**src/rtl/cs_rx_pkg.sv**
```systemverilog
package cs_rx_pkg;
   // sticky flag positions inside the status vector
   localparam int unsigned IX_BLK    = 0;
   localparam int unsigned IX_BSTART = 1;
   localparam int unsigned IX_BADPRE = 2;
   localparam int unsigned IX_UNIT   = 3;
   localparam int unsigned IX_RXOVR  = 4;
   localparam int unsigned IX_TXUND  = 5;
   localparam int unsigned N_STICKY  = 6;
   localparam int unsigned N_ATTN    = 4;
   localparam int unsigned N_STAT    = N_STICKY + N_ATTN;
endpackage

```
**src/rtl/cs_page_asm.sv**
```systemverilog
module cs_page_asm #(
   parameter int unsigned FRAMES = 192,
   parameter int unsigned WORD_W = 32
) (
   input  logic              clk,
   input  logic              rst_n,
   input  logic              sf_valid,
   input  logic              sf_left,
   input  logic              sf_pre_b,
   input  logic              sf_pre_bad,
   input  logic              sf_cbit,
   output logic [FRAMES-1:0] page,
   output logic              blk_done
);
   localparam int unsigned N_WORDS = FRAMES / WORD_W;
   localparam int unsigned BIT_W   = $clog2(WORD_W);
   localparam int unsigned WIDX_W  = (N_WORDS > 1) ? $clog2(N_WORDS) : 1;
   localparam logic [BIT_W-1:0]  BIT_LAST  = BIT_W'(WORD_W - 1);
   localparam logic [WIDX_W-1:0] WORD_LAST = WIDX_W'(N_WORDS - 1);

   if (FRAMES % WORD_W != 0) begin : g_bad_frames
      $error("cs_page_asm: FRAMES must be a multiple of WORD_W");
   end
   if (WORD_W < 2) begin : g_bad_word
      $error("cs_page_asm: WORD_W must be at least 2");
   end

   logic [WIDX_W-1:0] word_idx;
   logic [BIT_W-1:0]  bit_idx;
   logic              wr_en;
   logic [WIDX_W-1:0] word_sel;
   logic [BIT_W-1:0]  bit_sel;

   assign wr_en    = sf_valid && sf_left && !sf_pre_bad;
   assign word_sel = sf_pre_b ? '0 : word_idx;
   assign bit_sel  = sf_pre_b ? '0 : bit_idx;
   assign blk_done = wr_en && !sf_pre_b && (word_idx == WORD_LAST) && (bit_idx == BIT_LAST);

   // fill position
   always_ff @(posedge clk or negedge rst_n) begin
      if (!rst_n) begin
         word_idx <= '0;
         bit_idx  <= '0;
      end else if (wr_en) begin
         if (sf_pre_b) begin
            word_idx <= '0;
            bit_idx  <= BIT_W'(1);
         end else if (bit_idx == BIT_LAST) begin
            bit_idx  <= '0;
            word_idx <= (word_idx == WORD_LAST) ? '0 : word_idx + WIDX_W'(1);
         end else begin
            bit_idx  <= bit_idx + BIT_W'(1);
         end
      end
   end

   // one storage word per page slot
   for (genvar w = 0; w < N_WORDS; w++) begin : g_word
      logic [WORD_W-1:0] word_q;
      always_ff @(posedge clk or negedge rst_n) begin
         if (!rst_n) begin
            word_q <= '0;
         end else if (wr_en && (word_sel == WIDX_W'(w))) begin
            word_q[bit_sel] <= sf_cbit;
         end
      end
      assign page[w*WORD_W +: WORD_W] = word_q;
   end

   assert_idx_range_R2: assert property (@(posedge clk) disable iff (!rst_n)
      word_idx <= WORD_LAST);
   assert_wrap_R2: assert property (@(posedge clk) disable iff (!rst_n)
      blk_done |=> (word_idx == '0 && bit_idx == '0));
   assert_b_restart_R3: assert property (@(posedge clk) disable iff (!rst_n)
      (wr_en && sf_pre_b) |=> (word_idx == '0 && bit_idx == BIT_W'(1)));
   assert_ignore_R4: assert property (@(posedge clk) disable iff (!rst_n)
      (sf_valid && (!sf_left || sf_pre_bad)) |=> ($stable(page) && $stable(bit_idx) && $stable(word_idx)));
endmodule

```
**src/rtl/cs_evt_flags.sv**
```systemverilog
module cs_evt_flags #(
   parameter int unsigned N_STICKY = 6,
   parameter int unsigned N_ATTN   = 4
) (
   input  logic                       clk,
   input  logic                       rst_n,
   input  logic [N_STICKY-1:0]        set_vec,
   input  logic [N_STICKY-1:0]        clr_vec,
   input  logic [N_ATTN-1:0]          attn,
   output logic [N_STICKY+N_ATTN-1:0] status
);
   if (N_STICKY < 1) begin : g_bad_n
      $error("cs_evt_flags: N_STICKY must be at least 1");
   end

   for (genvar i = 0; i < N_STICKY; i++) begin : g_flag
      logic q;
      always_ff @(posedge clk or negedge rst_n) begin
         if (!rst_n) q <= 1'b0;
         else        q <= (q && !clr_vec[i]) || set_vec[i];
      end
      assign status[i] = q;

      assert_sticky_R7: assert property (@(posedge clk) disable iff (!rst_n)
         (q && !clr_vec[i]) |=> q);
      assert_set_wins_R7: assert property (@(posedge clk) disable iff (!rst_n)
         set_vec[i] |=> q);
      assert_clear_R7: assert property (@(posedge clk) disable iff (!rst_n)
         (clr_vec[i] && !set_vec[i]) |=> !q);
   end

   logic [N_ATTN-1:0] attn_q;
   always_ff @(posedge clk or negedge rst_n) begin
      if (!rst_n) attn_q <= '0;
      else        attn_q <= attn;
   end
   assign status[N_STICKY +: N_ATTN] = attn_q;
endmodule

```
**src/rtl/cs_irq_combine.sv**
```systemverilog
module cs_irq_combine #(
   parameter int unsigned N       = 10,
   parameter bit          REG_OUT = 1'b0
) (
   input  logic         clk,
   input  logic         rst_n,
   input  logic [N-1:0] status,
   input  logic [N-1:0] en,
   output logic         irq
);
   logic hit;
   assign hit = |(status & en);

   if (REG_OUT) begin : g_reg
      logic irq_q;
      always_ff @(posedge clk or negedge rst_n) begin
         if (!rst_n) irq_q <= 1'b0;
         else        irq_q <= hit;
      end
      assign irq = irq_q;
   end else begin : g_comb
      assign irq = hit;
      assert_irq_masked_R9: assert property (@(posedge clk) disable iff (!rst_n)
         (en == '0) |-> !irq);
      assert_irq_quiet_R9: assert property (@(posedge clk) disable iff (!rst_n)
         (status == '0) |-> !irq);
   end
endmodule

```
**src/rtl/cs_rx_capture.sv**
```systemverilog
module cs_rx_capture
   import cs_rx_pkg::*;
#(
   parameter int unsigned FRAMES  = 192,
   parameter int unsigned WORD_W  = 32,
   parameter bit          REG_IRQ = 1'b0
) (
   input  logic                clk,
   input  logic                rst_n,
   input  logic                sf_valid,
   input  logic                sf_left,
   input  logic                sf_pre_b,
   input  logic                sf_pre_bad,
   input  logic                sf_cbit,
   input  logic                unit_valid,
   input  logic                rx_ovr,
   input  logic                tx_und,
   input  logic [N_ATTN-1:0]   fifo_attn,
   input  logic [N_STICKY-1:0] flag_clr,
   input  logic [N_STAT-1:0]   irq_en,
   output logic [FRAMES-1:0]   cs_page,
   output logic [N_STAT-1:0]   status,
   output logic                irq
);
   logic                blk_done;
   logic [N_STICKY-1:0] set_vec;

   cs_page_asm #(.FRAMES(FRAMES), .WORD_W(WORD_W)) u_page (
      .clk        (clk),
      .rst_n      (rst_n),
      .sf_valid   (sf_valid),
      .sf_left    (sf_left),
      .sf_pre_b   (sf_pre_b),
      .sf_pre_bad (sf_pre_bad),
      .sf_cbit    (sf_cbit),
      .page       (cs_page),
      .blk_done   (blk_done)
   );

   always_comb begin
      set_vec            = '0;
      set_vec[IX_BLK]    = blk_done;
      set_vec[IX_BSTART] = sf_valid && sf_pre_b && !sf_pre_bad;
      set_vec[IX_BADPRE] = sf_valid && sf_pre_bad;
      set_vec[IX_UNIT]   = unit_valid;
      set_vec[IX_RXOVR]  = rx_ovr;
      set_vec[IX_TXUND]  = tx_und;
   end

   cs_evt_flags #(.N_STICKY(N_STICKY), .N_ATTN(N_ATTN)) u_flags (
      .clk     (clk),
      .rst_n   (rst_n),
      .set_vec (set_vec),
      .clr_vec (flag_clr),
      .attn    (fifo_attn),
      .status  (status)
   );

   cs_irq_combine #(.N(N_STAT), .REG_OUT(REG_IRQ)) u_irq (
      .clk    (clk),
      .rst_n  (rst_n),
      .status (status),
      .en     (irq_en),
      .irq    (irq)
   );

   assert_bstart_flag_R5: assert property (@(posedge clk) disable iff (!rst_n)
      (sf_valid && sf_pre_b && !sf_pre_bad) |=> status[IX_BSTART]);
   assert_badpre_flag_R5: assert property (@(posedge clk) disable iff (!rst_n)
      (sf_valid && sf_pre_bad) |=> status[IX_BADPRE]);
   assert_overrun_flag_R6: assert property (@(posedge clk) disable iff (!rst_n)
      rx_ovr |=> status[IX_RXOVR]);
endmodule

```
**config.mk**
```make
export PLATFORM = sky130hd
export DESIGN_NAME = cs_rx_capture
export DESIGN_NICKNAME = d
export VERILOG_FILES = /design/src/rtl/cs_rx_pkg.sv /design/src/rtl/cs_page_asm.sv /design/src/rtl/cs_evt_flags.sv /design/src/rtl/cs_irq_combine.sv /design/src/rtl/cs_rx_capture.sv
export SDC_FILE = /design/constraint.sdc
export NUM_CORES = 1
export LEC_CHECK = 0
export BUFFER_PORTS_ARGS = -buffer_cell sky130_fd_sc_hd__clkbuf_2
export CAP_MARGIN = 5
export CORE_MARGIN = 4
export CORE_UTILIZATION = 54
export DETAILED_ROUTE_END_ITERATION = 10
export HOLD_SLACK_MARGIN = 0.15
export MAX_ROUTING_LAYER = met4
export PLACE_DENSITY = 0.81
export SYNTH_ARGS = -nofsm -noshare
export SYNTH_HDL_FRONTEND = slang
export SYNTH_SLANG_ARGS = --single-unit
export TNS_END_PERCENT = 5
```
**constraint.sdc**
```tcl
create_clock -name clk -period 2.4 [get_ports clk]
set_input_delay 0.24 -clock clk [delete_from_list [all_inputs] [get_ports clk]]
set_output_delay 0.24 -clock clk [all_outputs]
set_load 0.05 [all_outputs]
```
## Yosys cells after proc, flatten, opt, wreduce, memory -nomap -nowiden

Cells that the tools add are included.
W data, S select, Z words.

| storage, ports and cells | value |
|---|---|
| register bits after elaboration | 210 |

| cells by class | value |
|---|---|
| $add $sub $neg | 2 |
| order comparisons | 2 |
| equality and inequality tests | 7 |
| multiplexer cells | 15 |
| bitwise gates (word level) | 1 |
| reduce and logical (&&, ||, !) cells | 39 |

Operators by type and width:

| operator | number |
|---|---|
| $bwmux W32 | 6 |
| $logic_and A1 B1 Y1 | 21 |
| $mux W5 | 3 |
| $mux W3 | 4 |
| $and A10 B10 Y10 | 1 |
| $reduce_or A10 Y1 | 1 |
| $eq A3 B3 Y1 const B | 3 |
| $logic_not A1 Y1 | 8 |
| $eq A3 B2 Y1 const B | 2 |
| $logic_or A1 B1 Y1 | 6 |
| $lt A5 B6 Y1 const B | 1 |
| $add A5 B1 Y5 const B | 1 |
| $demux W1 S5 | 1 |
| $eq A5 B5 Y1 const B | 1 |
| $ge A5 B1 Y1 const B | 1 |
| $add A3 B1 Y3 const B | 1 |
| $eq A3 B1 Y1 const B | 1 |
| $logic_not A3 Y1 | 1 |
| $reduce_and A2 Y1 | 1 |
| $reduce_bool A2 Y1 | 1 |
| $mux W1 | 1 |

## Depth between registers and ports, before layout

| depth | value |
|---|---|
| depth after elaboration | 6 |
| mapped depth | 8 |
| depth with buffers taken out | 7 |

## Cells and area by module

From an unflattened synthesis, not the netlist that was laid out.

| second synthesis, totals | value |
|---|---|
| cells, all modules | 827 |
| area total of the unflattened synthesis | 9604.2 um^2 |

By module, submodules not included:

| module | instances | cells each | area each (um^2) |
|---|---|---|---|
| cs_page_asm | 1 | 791 | 9172.5 |
| cs_evt_flags | 1 | 28 | 362.8 |
| cs_irq_combine | 1 | 6 | 52.6 |
| cs_rx_capture | 1 | 2 | 16.3 |

## Worst setup path after synthesis

OpenSTA, ideal clock, no wires.

| timing | value |
|---|---|
| kind | register -> register |
| start point | register u_page.bit_idx[3] |
| end point | register u_page.g_word[2].word_q[0] |
| library setup time | 0.125 ns |
| arrival | 1.769 ns |
| required time | 2.275 ns |
| setup slack | 0.506 ns |
| cell stages (with the launch flop) | 7 |
| clock period less this slack | 1.894 ns |
| path through | dfrtp_1 > buf_6 > or2_1 > buf_6 > or4_4 > nor3_1 > mux2_2 |

| between the ends | value |
|---|---|
| cells in the longest elaborated chain, start to end | 6 |

RTL lines:

| item | line | source |
|---|---|---|
| start: declaration | cs_page_asm.sv:29 | `logic [BIT_W-1:0] bit_idx;` |
| start signal: assignment | cs_page_asm.sv:52 | `bit_idx <= bit_idx + BIT_W'(1);` |
| $mux W5 * | cs_page_asm.sv:36 | `assign bit_sel = sf_pre_b ? '0 : bit_idx;` |
| $lt A5 B6 Y1 (implied by the code) / $ge A5 B1 Y1 (equally long branches) | cs_page_asm.sv:64 | `word_q[bit_sel] <= sf_cbit;` |
| $logic_and A1 B1 Y1 (implied by the code) | cs_page_asm.sv:64 |  |
| $mux W1 (implied by the code) | cs_page_asm.sv:64 |  |
| $demux W1 S5 * | - |  |
| $bwmux W32 * | cs_page_asm.sv:64 |  |
| end signal: indexed assignment | cs_page_asm.sv:64 |  |
| end: declaration | cs_page_asm.sv:59 | `logic [WORD_W-1:0] word_q;` |

Every way passes the cells marked *; elsewhere a longest branch is shown, timed or not.
A chain may end at the register's enable or synchronous reset.

## Final worst setup path

| timing | value |
|---|---|
| start point | register u_flags.g_flag[3].q |
| end point | output irq |

| between the ends | value |
|---|---|
| cells in the longest elaborated chain, start to end | 2 |

RTL lines:

| item | line | source |
|---|---|---|
| start: declaration | cs_evt_flags.sv:17 | `logic q;` |
| start signal: assignment | cs_evt_flags.sv:20 | `else q <= (q && !clr_vec[i]) \|\| set_vec[i];` |
| $and A10 B10 Y10 | cs_irq_combine.sv:12 | `assign hit = \|(status & en);` |
| $reduce_or A10 Y1 | cs_irq_combine.sv:12 |  |
| end: declaration | cs_rx_capture.sv:23 | `output logic irq` |

Every way passes these cells.

==> flow_metrics.env <==
export IMPL_outcome="complete, no violations"
export IMPL_cts_tree="yes"
export IMPL_fin_area_sq_um=11870
export IMPL_drive_gt1_frac=0.3949
export IMPL_p_leak_nw=6.292
export IMPL_hold_viol=0
export IMPL_grt_pass1_wl_mm=43.15
export IMPL_place_congestion=0.8702
export IMPL_tightest_slew_ns=0.6777
export IMPL_antenna_found_initial=0
export IMPL_ir_worst_vdd_mv=0.4555
export IMPL_cts_made_buffers=22
export IMPL_maxCapViolCount=0
export IMPL_slowest_stage="dfrtp_1"
export IMPL_fmax_mhz=464.0
export IMPL_antenna_diode_count=0
export IMPL_synth_async_reset_ratio=1.000
export IMPL_synth_cell_types=47
export IMPL_hold_ws_ns=0.3105
export IMPL_yosysSeqAreaShare=0.5539
export IMPL_num_vias=7737
export IMPL_fillers=1276
export IMPL_yosysWarnings=0
export IMPL_area_delta_synth_final_pct=25.07
export IMPL_hp_start="sf_cbit"
export IMPL_cp_start_kind="flip-flop"
export IMPL_wire_per_inst_um=20.24
export IMPL_root_buffer="clkbuf_16"
export IMPL_gr_total_overflow=0
export IMPL_clkTransAtPathRegs_ns=0.06
export IMPL_critPathMaxFanout=3
export IMPL_drt_iter0_markers=671
export IMPL_slew_viol_final=0
export IMPL_std_cell_rows=48
export IMPL_ant_nets=0
export IMPL_drc=0
export IMPL_nets=1148
export IMPL_endpoint_kind="output port"
export IMPL_worstSetupStartpoint="u_flags.g_flag[3].q$_DFF_PN0_"
export IMPL_p_per_area_nw_per_um2=679.3
export IMPL_htreeDepth=1
export IMPL_grt_util_all_layers=0.2842
export IMPL_holdCritPathClass="in2reg"
export IMPL_hpwl_mm=18.82
export IMPL_rsz0062_at_grt="no"
export IMPL_clock_sinks=210
export IMPL_synth_enable_flop_cells=0
export IMPL_ys_seq_elements=210
export IMPL_vias_per_cell=5.702
export IMPL_die_area_sq_um=19750
export IMPL_worst_clock_skew_ns=0.01893
export IMPL_clk_latency_ns=0.50
export IMPL_finalSetupViolations=0
export IMPL_post_route_min_period_ns=2.155
export IMPL_grt_max_degree=74
export IMPL_netlist_instances=870
export IMPL_die_y_um=140.6
export IMPL_numPortBuffers=232
export IMPL_max_slew_margin=0.5482
export IMPL_grt_pass1_vias=7737
export IMPL_cts_resized=0
export IMPL_cp_required_ns=2.16
export IMPL_path_cells="a22o_1, a221oi_1, nand4_1, clkbuf_2"
export IMPL_synth_area_sq_um=9488
export IMPL_r2r_start="u_page.bit_idx[3]$_DFFE_PN0P_"
export IMPL_start_util=0.5505
export IMPL_drt_pass1_iterations=5
export IMPL_slowest_delay_ns=0.42
export IMPL_core_sq_um=17240
export IMPL_post_dp_cell_area_sq_um=10960
export IMPL_cts_setup_buffers=0
export IMPL_worstPathArrival_ns=1.92
export IMPL_avgSynthCellArea_sq_um=10.91
export IMPL_setup_tns_ns=0
export IMPL_synth_fp_nets=902
export IMPL_die_w_um=140.6
export IMPL_final_core_util=0.6884
export IMPL_clk_path_buf_depth=3
export IMPL_synthFlopType="dfrtp_1"
export IMPL_totalWireLength_mm=27.47
export IMPL_path_class="reg2out"
export IMPL_post_route_period_util=0.8981
export IMPL_ios=233
==> final cells by class <==
| type | count | area, sq um | share of cell area |
|---|---|---|---|
| well taps | 225 | 281.5 | 0.02372 |
| flip-flops and latches | 210 | 5255 | 0.4429 |
| clock inverters | 5 | 53.80 | 0.004534 |
| inverters | 8 | 30.03 | 0.002531 |
| repair buffers | 292 | 1715 | 0.1446 |
| multi-input cells | 582 | 3850 | 0.3244 |
| clock buffers | 35 | 680.7 | 0.05736 |
==> cells in the final DEF, fill, tap and decap left out, types with 3 or more instances in the layout <==
master / instances
a22oi_1: 3
nand4b_1: 3
buf_12: 4
nand3_1: 56
inv_1: 8
clkbuf_16: 23
nor4bb_1: 3
nor2_1: 38
mux2_1: 32
dfrtp_1: 210
or4b_4: 3
buf_4: 40
nor3_1: 5
nand2_1: 200
a22o_1: 3
nor4b_4: 3
clkbuf_8: 7
nor4_1: 3
nand4bb_1: 3
dlygate4sd3_1: 17
mux2_2: 98
mux2_4: 11
a21o_1: 3
clkinv_2: 3
nor4b_1: 4
o21ai_0: 59
nand2_2: 10
a21oi_1: 5
clkbuf_1: 6
nor2_2: 8
clkbuf_2: 230
nand2b_1: 4
==> cell families after synthesis <==
family	Yosys count	share of synthesized area
adders and majority gates	2	0.002637
AOI/OAI and AO/OA	78	0.04510
DFF	210	0.5539
muxes	141	0.1717
and+or+nand+nor	361	0.1845
buffers and inverters	78	0.04220
==> report_power, final <==
part / internal [W] / switching [W]
Clock: 0.00205 / 0.00136
Sequential: 0.00362 / 0.0000885
Combinational: 0.000276 / 0.000672
==> synth_stat cells, types with 2 or more instances <==
library cell	count	area, sq um
mux2_1	32	360.4
a22oi_1	3	22.52
and3_1	2	12.51
and4b_1	2	20.02
or2_1	2	12.51
a21o_1	3	22.52
o21ai_0	59	295.3
nor3_1	5	25.02
a22o_1	3	26.28
buf_2	17	85.08
mux2_4	11	165.2
buf_6	7	78.83
nand2_1	200	750.7
dfrtp_1	210	5255
nand3_1	56	280.3
buf_4	9	67.56
or4b_4	3	41.29
nor4b_4	2	47.55
nand4b_1	3	26.28
nand4bb_1	3	33.78
nand3b_1	2	15.01
nand2_2	10	62.56
mux2_2	98	1104
nor2_2	8	50.05
nand2b_1	4	25.02
ha_1	2	25.02
or4_4	2	22.52
clkbuf_1	36	135.1
nor2_1	38	142.6
a21oi_1	5	25.02
nor4b_1	4	35.03
nor2b_1	2	12.51
o31ai_1	2	15.01
nor4_1	3	18.77
inv_1	8	30.03
nor4bb_1	3	30.03
==> per-stage QoR <==
stage	setup WS, ns	total power [W]	instances
global route	0.2104	0.008349	1357
floorplan	0.5061	0.004345	870
global placement	0.4400	0.004657	1300
detailed placement	0.3932	0.004673	1300
finish	0.2446	0.008061	1357
CTS	0.2728	0.008085	1357
==> layer usage <==
layer / global-route usage / share of wire
met4: 0.1071 / 0.040
met2: 0.4418 / 0.48
met3: 0.05702 / 0.079
met5: - / 0
met1: 0.3725 / 0.40
==> state kept, by name, summed over array words and instances, names as in the netlist <==
name                  cells
u_flags.attn_q            4
u_flags.g_flag.q          6
u_page.bit_idx            5
u_page.g_word.word_q    192
u_page.word_idx           3
==> critical path: cells and delay by family, from the launching register on <==
kind	cells	cell delay [ns]
and+or+nand+nor	1	0.18
AOI/OAI and AO/OA	2	0.53
DFF	1	0.42
buffers and inverters	1	0.27
==> what timing repair did <==
item | in CTS | in global routing
endpoints found under the setup margin | 0 | 0
endpoints found under the hold margin | 79 | 0
hold buffers | 17 | 0
==> path summary, 6_finish.rpt <==
check / slack (ns) / cells past startpoint / end
max reg2reg: 0.36 / 4 / u_page.g_word[3].word_q[0]$_DFFE_PN0P_
max: 0.24 / 4 / irq
min in group asynchronous: 0.33 / 2 / u_page.g_word[4].word_q[23]$_DFFE_PN0P_
max in group asynchronous: 1.30 / 3 / u_page.g_word[3].word_q[11]$_DFFE_PN0P_
min: 0.31 / 3 / u_page.g_word[1].word_q[2]$_DFFE_PN0P_
min reg2reg: 0.49 / 1 / u_page.g_word[4].word_q[31]$_DFFE_PN0P_
Note: power is estimated with default switching activity, not from simulation.
